$ cat config.mk
export PLATFORM = sky130hd
export DESIGN_NAME = irq_arbiter
export DESIGN_NICKNAME = d
export VERILOG_FILES = /design/src/rtl/irqarb_pkg.sv /design/src/rtl/irqarb_regs.sv /design/src/rtl/irqarb_gateway.sv /design/src/rtl/irqarb_select.sv /design/src/rtl/irq_arbiter.sv
export SDC_FILE = /design/constraint.sdc
export NUM_CORES = 1
export LEC_CHECK = 0
export ABC_AREA = 1
export BUFFER_PORTS_ARGS = -buffer_cell sky130_fd_sc_hd__buf_2
export CORE_ASPECT_RATIO = 1.75
export CORE_MARGIN = 4
export CORE_UTILIZATION = 50
export DETAILED_ROUTE_END_ITERATION = 6
export PLACE_DENSITY = 0.76
export SYNTH_ARGS = -nofsm -noshare
export SYNTH_HDL_FRONTEND = slang
export SYNTH_HIERARCHICAL = 1
export SYNTH_SLANG_ARGS = --single-unit
export TNS_END_PERCENT = 30
$ cat constraint.sdc
create_clock -name clk_i -period 19.7 [get_ports clk_i]
set_clock_uncertainty 0.1 [all_clocks]
set_input_delay 1.97 -clock clk_i [delete_from_list [all_inputs] [get_ports clk_i]]
set_output_delay 1.97 -clock clk_i [all_outputs]
set_load 0.05 [all_outputs]
$ cat src/rtl/irqarb_pkg.sv
package irqarb_pkg;
   // Top two address bits select the register group.
   typedef enum logic [1:0] {
      RG_PRIO  = 2'b00,
      RG_EN    = 2'b01,
      RG_THR   = 2'b10,
      RG_CLAIM = 2'b11
   } reg_grp_e;

   function automatic int unsigned max_int(int unsigned a, int unsigned b);
      return (a > b) ? a : b;
   endfunction
endpackage

$ cat src/rtl/irqarb_regs.sv
module irqarb_regs
   import irqarb_pkg::*;
#(
   parameter int unsigned NUM_SRC = 8,
   parameter int unsigned PRIO_W  = 3,
   parameter int unsigned ADDR_W  = 8,
   parameter int unsigned DATA_W  = 32,
   parameter int unsigned LOW_W   = max_int(NUM_SRC, PRIO_W)
) (
   input  logic                      clk_i,
   input  logic                      rst_ni,
   input  logic                      wr_i,
   input  logic [ADDR_W-1:0]         addr_i,
   input  logic [LOW_W-1:0]          wdata_i,
   output logic [NUM_SRC*PRIO_W-1:0] prio_o,
   output logic [NUM_SRC-1:0]        en_o,
   output logic [PRIO_W-1:0]         thr_o,
   output logic [DATA_W-1:0]         rd_val_o
);
   localparam int unsigned IDX_W = ADDR_W - 2;

   reg_grp_e            grp;
   logic [IDX_W-1:0]    idx;
   logic [NUM_SRC-1:0]  en_q;
   logic [PRIO_W-1:0]   thr_q;

   assign grp = reg_grp_e'(addr_i[ADDR_W-1 -: 2]);
   assign idx = addr_i[IDX_W-1:0];

   // One priority register per source; ID g+1 sits at index g+1.
   for (genvar g = 0; g < NUM_SRC; g++) begin : g_prio
      logic [PRIO_W-1:0] p_q;
      always_ff @(posedge clk_i) begin
         if (!rst_ni)
            p_q <= '0;
         else if (wr_i && grp == RG_PRIO && idx == IDX_W'(g + 1))
            p_q <= wdata_i[PRIO_W-1:0];
      end
      assign prio_o[g*PRIO_W +: PRIO_W] = p_q;
   end

   always_ff @(posedge clk_i) begin
      if (!rst_ni) begin
         en_q  <= '0;
         thr_q <= '0;
      end else if (wr_i) begin
         if (grp == RG_EN)  en_q  <= wdata_i[NUM_SRC-1:0];
         if (grp == RG_THR) thr_q <= wdata_i[PRIO_W-1:0];
      end
   end

   always_comb begin
      rd_val_o = '0;
      unique case (grp)
         RG_PRIO: begin
            for (int g = 0; g < NUM_SRC; g++)
               if (idx == IDX_W'(g + 1))
                  rd_val_o = DATA_W'(prio_o[g*PRIO_W +: PRIO_W]);
         end
         RG_EN:    rd_val_o = DATA_W'(en_q);
         RG_THR:   rd_val_o = DATA_W'(thr_q);
         default:  rd_val_o = '0;
      endcase
   end

   assign en_o  = en_q;
   assign thr_o = thr_q;
endmodule

$ cat src/rtl/irqarb_gateway.sv
module irqarb_gateway #(
   parameter int unsigned NUM_SRC = 8
) (
   input  logic               clk_i,
   input  logic               rst_ni,
   input  logic [NUM_SRC-1:0] req_i,
   input  logic [NUM_SRC-1:0] claim_i,
   input  logic [NUM_SRC-1:0] done_i,
   output logic [NUM_SRC-1:0] pend_o,
   output logic [NUM_SRC-1:0] busy_o
);
   // Per source: a pending flag that tracks the level while idle,
   // and a busy flag held from claim until a matching completion.
   for (genvar g = 0; g < NUM_SRC; g++) begin : g_src
      logic busy_q, busy_nxt, pend_q;

      always_comb begin
         busy_nxt = busy_q;
         if (claim_i[g])
            busy_nxt = 1'b1;
         else if (done_i[g] && busy_q)
            busy_nxt = 1'b0;
      end

      always_ff @(posedge clk_i) begin
         if (!rst_ni) begin
            busy_q <= 1'b0;
            pend_q <= 1'b0;
         end else begin
            busy_q <= busy_nxt;
            pend_q <= req_i[g] & ~busy_nxt;
         end
      end

      assign pend_o[g] = pend_q;
      assign busy_o[g] = busy_q;
   end
endmodule

$ cat src/rtl/irqarb_select.sv
module irqarb_select #(
   parameter int unsigned NUM_SRC = 8,
   parameter int unsigned PRIO_W  = 3,
   parameter int unsigned ID_W    = $clog2(NUM_SRC + 1)
) (
   input  logic [NUM_SRC-1:0]        req_i,
   input  logic [NUM_SRC*PRIO_W-1:0] prio_i,
   input  logic [PRIO_W-1:0]         thr_i,
   output logic [ID_W-1:0]           win_id_o
);
   logic [PRIO_W-1:0] best_p;

   // Starting the running best at the threshold gives the strict
   // comparison; strict '>' keeps the lowest ID on ties.
   always_comb begin
      best_p   = thr_i;
      win_id_o = '0;
      for (int i = 0; i < NUM_SRC; i++) begin
         if (req_i[i] && prio_i[i*PRIO_W +: PRIO_W] > best_p) begin
            best_p   = prio_i[i*PRIO_W +: PRIO_W];
            win_id_o = ID_W'(i + 1);
         end
      end
   end
endmodule

$ cat src/rtl/irq_arbiter.sv
module irq_arbiter
   import irqarb_pkg::*;
#(
   parameter int unsigned NUM_SRC = 8,
   parameter int unsigned PRIO_W  = 3,
   parameter int unsigned ADDR_W  = 8,
   parameter int unsigned DATA_W  = 32
) (
   input  logic               clk_i,
   input  logic               rst_ni,
   input  logic [NUM_SRC-1:0] irq_src_i,
   input  logic               reg_wr_i,
   input  logic               reg_rd_i,
   input  logic [ADDR_W-1:0]  reg_addr_i,
   input  logic [DATA_W-1:0]  reg_wdata_i,
   output logic [DATA_W-1:0]  reg_rdata_o,
   output logic               ext_irq_o
);
   localparam int unsigned ID_W  = $clog2(NUM_SRC + 1);
   localparam int unsigned LOW_W = max_int(NUM_SRC, PRIO_W);

   if (NUM_SRC < 1 || NUM_SRC > (1 << (ADDR_W - 2)) - 1) begin : g_bad_src
      $error("NUM_SRC must fit the priority address window");
   end
   if (LOW_W > DATA_W || ID_W > DATA_W) begin : g_bad_data
      $error("DATA_W too narrow for enable mask or IDs");
   end
   if (ADDR_W < 3) begin : g_bad_addr
      $error("ADDR_W too small");
   end

   logic [NUM_SRC*PRIO_W-1:0] prio;
   logic [NUM_SRC-1:0]        en, pend, busy, claim_v, done_v;
   logic [PRIO_W-1:0]         thr;
   logic [DATA_W-1:0]         rd_val, rdata_q;
   logic [ID_W-1:0]           win_id;
   logic                      claim_rd, done_wr;

   assign claim_rd = reg_rd_i && reg_grp_e'(reg_addr_i[ADDR_W-1 -: 2]) == RG_CLAIM;
   assign done_wr  = reg_wr_i && reg_grp_e'(reg_addr_i[ADDR_W-1 -: 2]) == RG_CLAIM;

   irqarb_regs #(
      .NUM_SRC(NUM_SRC), .PRIO_W(PRIO_W), .ADDR_W(ADDR_W),
      .DATA_W(DATA_W), .LOW_W(LOW_W)
   ) u_regs (
      .clk_i   (clk_i),
      .rst_ni  (rst_ni),
      .wr_i    (reg_wr_i),
      .addr_i  (reg_addr_i),
      .wdata_i (reg_wdata_i[LOW_W-1:0]),
      .prio_o  (prio),
      .en_o    (en),
      .thr_o   (thr),
      .rd_val_o(rd_val)
   );

   irqarb_select #(.NUM_SRC(NUM_SRC), .PRIO_W(PRIO_W), .ID_W(ID_W)) u_sel (
      .req_i   (pend & en),
      .prio_i  (prio),
      .thr_i   (thr),
      .win_id_o(win_id)
   );

   // Full-width ID compare so stray upper bits never match a source.
   for (genvar g = 0; g < NUM_SRC; g++) begin : g_hit
      assign claim_v[g] = claim_rd && win_id == ID_W'(g + 1);
      assign done_v[g]  = done_wr && reg_wdata_i == DATA_W'(g + 1);
   end

   irqarb_gateway #(.NUM_SRC(NUM_SRC)) u_gw (
      .clk_i  (clk_i),
      .rst_ni (rst_ni),
      .req_i  (irq_src_i),
      .claim_i(claim_v),
      .done_i (done_v),
      .pend_o (pend),
      .busy_o (busy)
   );

   always_ff @(posedge clk_i) begin
      if (!rst_ni)
         rdata_q <= '0;
      else if (claim_rd)
         rdata_q <= DATA_W'(win_id);
      else if (reg_rd_i)
         rdata_q <= rd_val;
   end

   assign reg_rdata_o = rdata_q;
   assign ext_irq_o   = (win_id != '0);
endmodule

==> flow_summary_export.csv <==
group,metric,value,unit
power_and_ir_drop,p_leak,2.70,nW
global_route,grt-ovfl-total,0,
die,placeableCoreArea,9910,um2
critical_path,critPathMaxFanout,6,
clock_network,insertion_delay,0.34,ns
global_route,antenna_found_initial,0,
critical_path,timing.reg2reg.worst_path_depth,59,
place,buffer_ports.inserted,84,
power_and_ir_drop,power.density,70.3,nW/um2
synthesis,post_synth_instance_area,5090,um2
routing,detailedRoute.firstIterationViolations,274,
critical_path,critical-path-max-stage-delay,0.42,ns
synthesis,netlist_instances,760,
critical_path,critical_path_top_delay_cell,"dfxtp_1",
timing,slew_headroom,42.9,%
timing,final-max-slew-violation-count,0,
die,design.die.area,11900,um2
clock_network,cts-buffers-inserted,9,
timing,setup_tns_final,0,ns
worst_hold_path,min_to,"reg_rdata_o[21]$_SDFFE_PP0P_",
routing,wirelength,12.2,mm
clock_network,postCtsResizedCells,0,
critical_path,arrival,9.67,ns
critical_path,timing.rr.end,"u_gw/g_src[2].pend_q$_SDFF_PN0_",
global_route,grt_first_pass_wirelength,20.3,mm
routing,drt-vias-per-instance,4.92,
critical_path,worst-endpoint-required,17.63,ns
worst_hold_path,whs_path_depth,2,
routing,dr.pass1.iters,4,
run,maxCapViolations,0,
timing,grt_setup_unrepaired,"false",
synthesis,yosysWarnings,6,
layout,post_route_cells_drive_above_1_share,21.1,%
critical_path,reg2reg_setup_slack,9.91,ns
layout,final_nets,895,
place,gp_congestion,0.880,
timing,final_hold_violations,0,
clock_network,clock_sink_count,83,
layout,final.fill_count,994,
critical_path,setup.worst_path.start_class,"register",
clock_network,ctsHoldBuffers,0,
die,design.portCount,85,
die,row_count,48,
clock_network,cts-root-to-sink-buffers,2,
worst_hold_path,hold_class,"register to register",
critical_path,regToRegStartpoint,"u_regs/g_prio[0].p_q[2]$_SDFFE_PN0P_",
layout,area.growth.synth_to_final,12.2,%
timing,period_minus_slack,11.74,ns
timing,worst_slew_pin_slew,0.857,ns
status,outcome,"finished, final reports clean",
die,die-width,84.3,um
worst_hold_path,start_point_of_the_worst_hold_path,"reg_rdata_o[21]$_SDFFE_PP0P_",
timing,setup_viol,0,
place,hpwl,9.42,mm
power_and_ir_drop,max-vdd-ir-drop,0.0673,mV
die,die-height,141,um
global_route,overall_global_routing_resource_usage,21.0,%
clock_network,cts.repair_timing.setup_buffer_count,0,
clock_network,cts.reportedPaths.clkPinSlew,0.06,ns
die,start_util,51.3,%
routing,final_antenna_net_count,0,
critical_path,setup.worst_path.end_class,"primary output",
routing,post_drt_wl_per_cell,12.7,um
place,placed_cells,943,
critical_path,worst_setup_path_class,"register to primary output",
synthesis,synthesis.area_per_instance,6.69,um2
clock_network,clock_tree.htree_level_count,3,
critical_path,worst_path_most_repeated_cell,"ha_1",
timing,fmaxAchievable,85.2,MHz
layout,insertedDiodeCount,0,
layout,finish.cell_count_without_fillers,959,
clock_network,cts-root-buf,"clkbuf_16",
clock_network,cts_tree,"done",
routing,detailroute.via_count,4716,
global_route,first_global_vias,4489,
global_route,grt_max_degree,49,
routing,drcViolationCount,0,
timing,final_min_period_over_clock_period,59.6,%
-- metrics by stage --
step	cell area, um2	hold WS, ns	setup slack, ns	power, mW	utilization [%]
6_report	5710	0.363	7.96	0.402	57.6
5_1_grt	5710	0.387	7.07	0.417	57.6
4_1_cts	5710	0.364	8.03	0.405	57.6
3_5_place_dp	5410	0.351	8.47	0.235	54.6
3_3_place_gp	5410	0.349	8.73	0.234	54.6
2_1_floorplan	5170	0.344	9.22	0.225	-
-- state kept, by name, indices dropped and copies added, names as in the netlist --
signal,flops
reg_rdata_o,32
u_gw/g_src.busy_q,8
u_gw/g_src.pend_q,8
u_regs/en_o,8
u_regs/g_prio.p_q,24
u_regs/thr_o,3
-- report_power, final --
group          internal (mW)  switching, mW  leakage, nW
registers              0.173        0.00249        0.677
clock network          0.102         0.0679        0.146
logic                 0.0165         0.0393         1.88
-- layout make-up --
cell class | count | area, um2 | area share, %
clock inverter | 5 | 60.1 | 1.05
multi-input combinational | 544 | 2760 | 48.2
sequential | 83 | 1660 | 29.1
inverter | 107 | 414 | 7.25
clock buffer | 11 | 243 | 4.25
timing repair buffer | 84 | 420 | 7.36
tap | 125 | 156 | 2.74
-- how the worst max path moves through the flow --
stage,cells after the start,endpoint,from,slack [ns]
after floorplan,61,ext_irq_o,u_regs/thr_o[2]$_SDFFE_PN0P_,9.22
after global placement,58,ext_irq_o,u_regs/thr_o[2]$_SDFFE_PN0P_,8.73
after detailed placement,58,ext_irq_o,u_regs/thr_o[2]$_SDFFE_PN0P_,8.47
after CTS,58,ext_irq_o,u_regs/thr_o[2]$_SDFFE_PN0P_,8.03
after global routing,58,ext_irq_o,u_regs/thr_o[2]$_SDFFE_PN0P_,7.07
final,57,ext_irq_o,u_regs/g_prio[0].p_q[2]$_SDFFE_PN0P_,7.96
-- layer usage --
layer | wire [um] | track usage [%]
met1 | 4740 | 22.7
met2 | 6350 | 38.2
met3 | 593 | 3.31
met4 | 501 | 12.0
met5 | 0 | 0
-- placed cells by master (no fill, tap or decap), drive strengths merged --
cell,instances
nand3,32
nor3,12
o211ai,1
o22ai,5
a21oi,59
o21a,2
dfxtp,83
bufinv,1
a21boi,2
clkbuf,11
nand4,10
buf,84
and2,2
inv,107
clkinvlp,1
conb,24
or2,6
nand2,199
a211oi,2
and3,1
clkinv,3
o21ai,51
nor4,5
nor2,117
ha,14
-- critical path: cells and delay by family, from the launching register on --
family / cells / cell delay [ns]
DFF: 1 / 0.42
and+or+nand+nor: 29 / 3.47
adders and majority gates: 8 / 2.22
buffers and inverters: 8 / 0.97
AOI/OAI and AO/OA: 12 / 2.28
(Power assumes the default switching activity.)
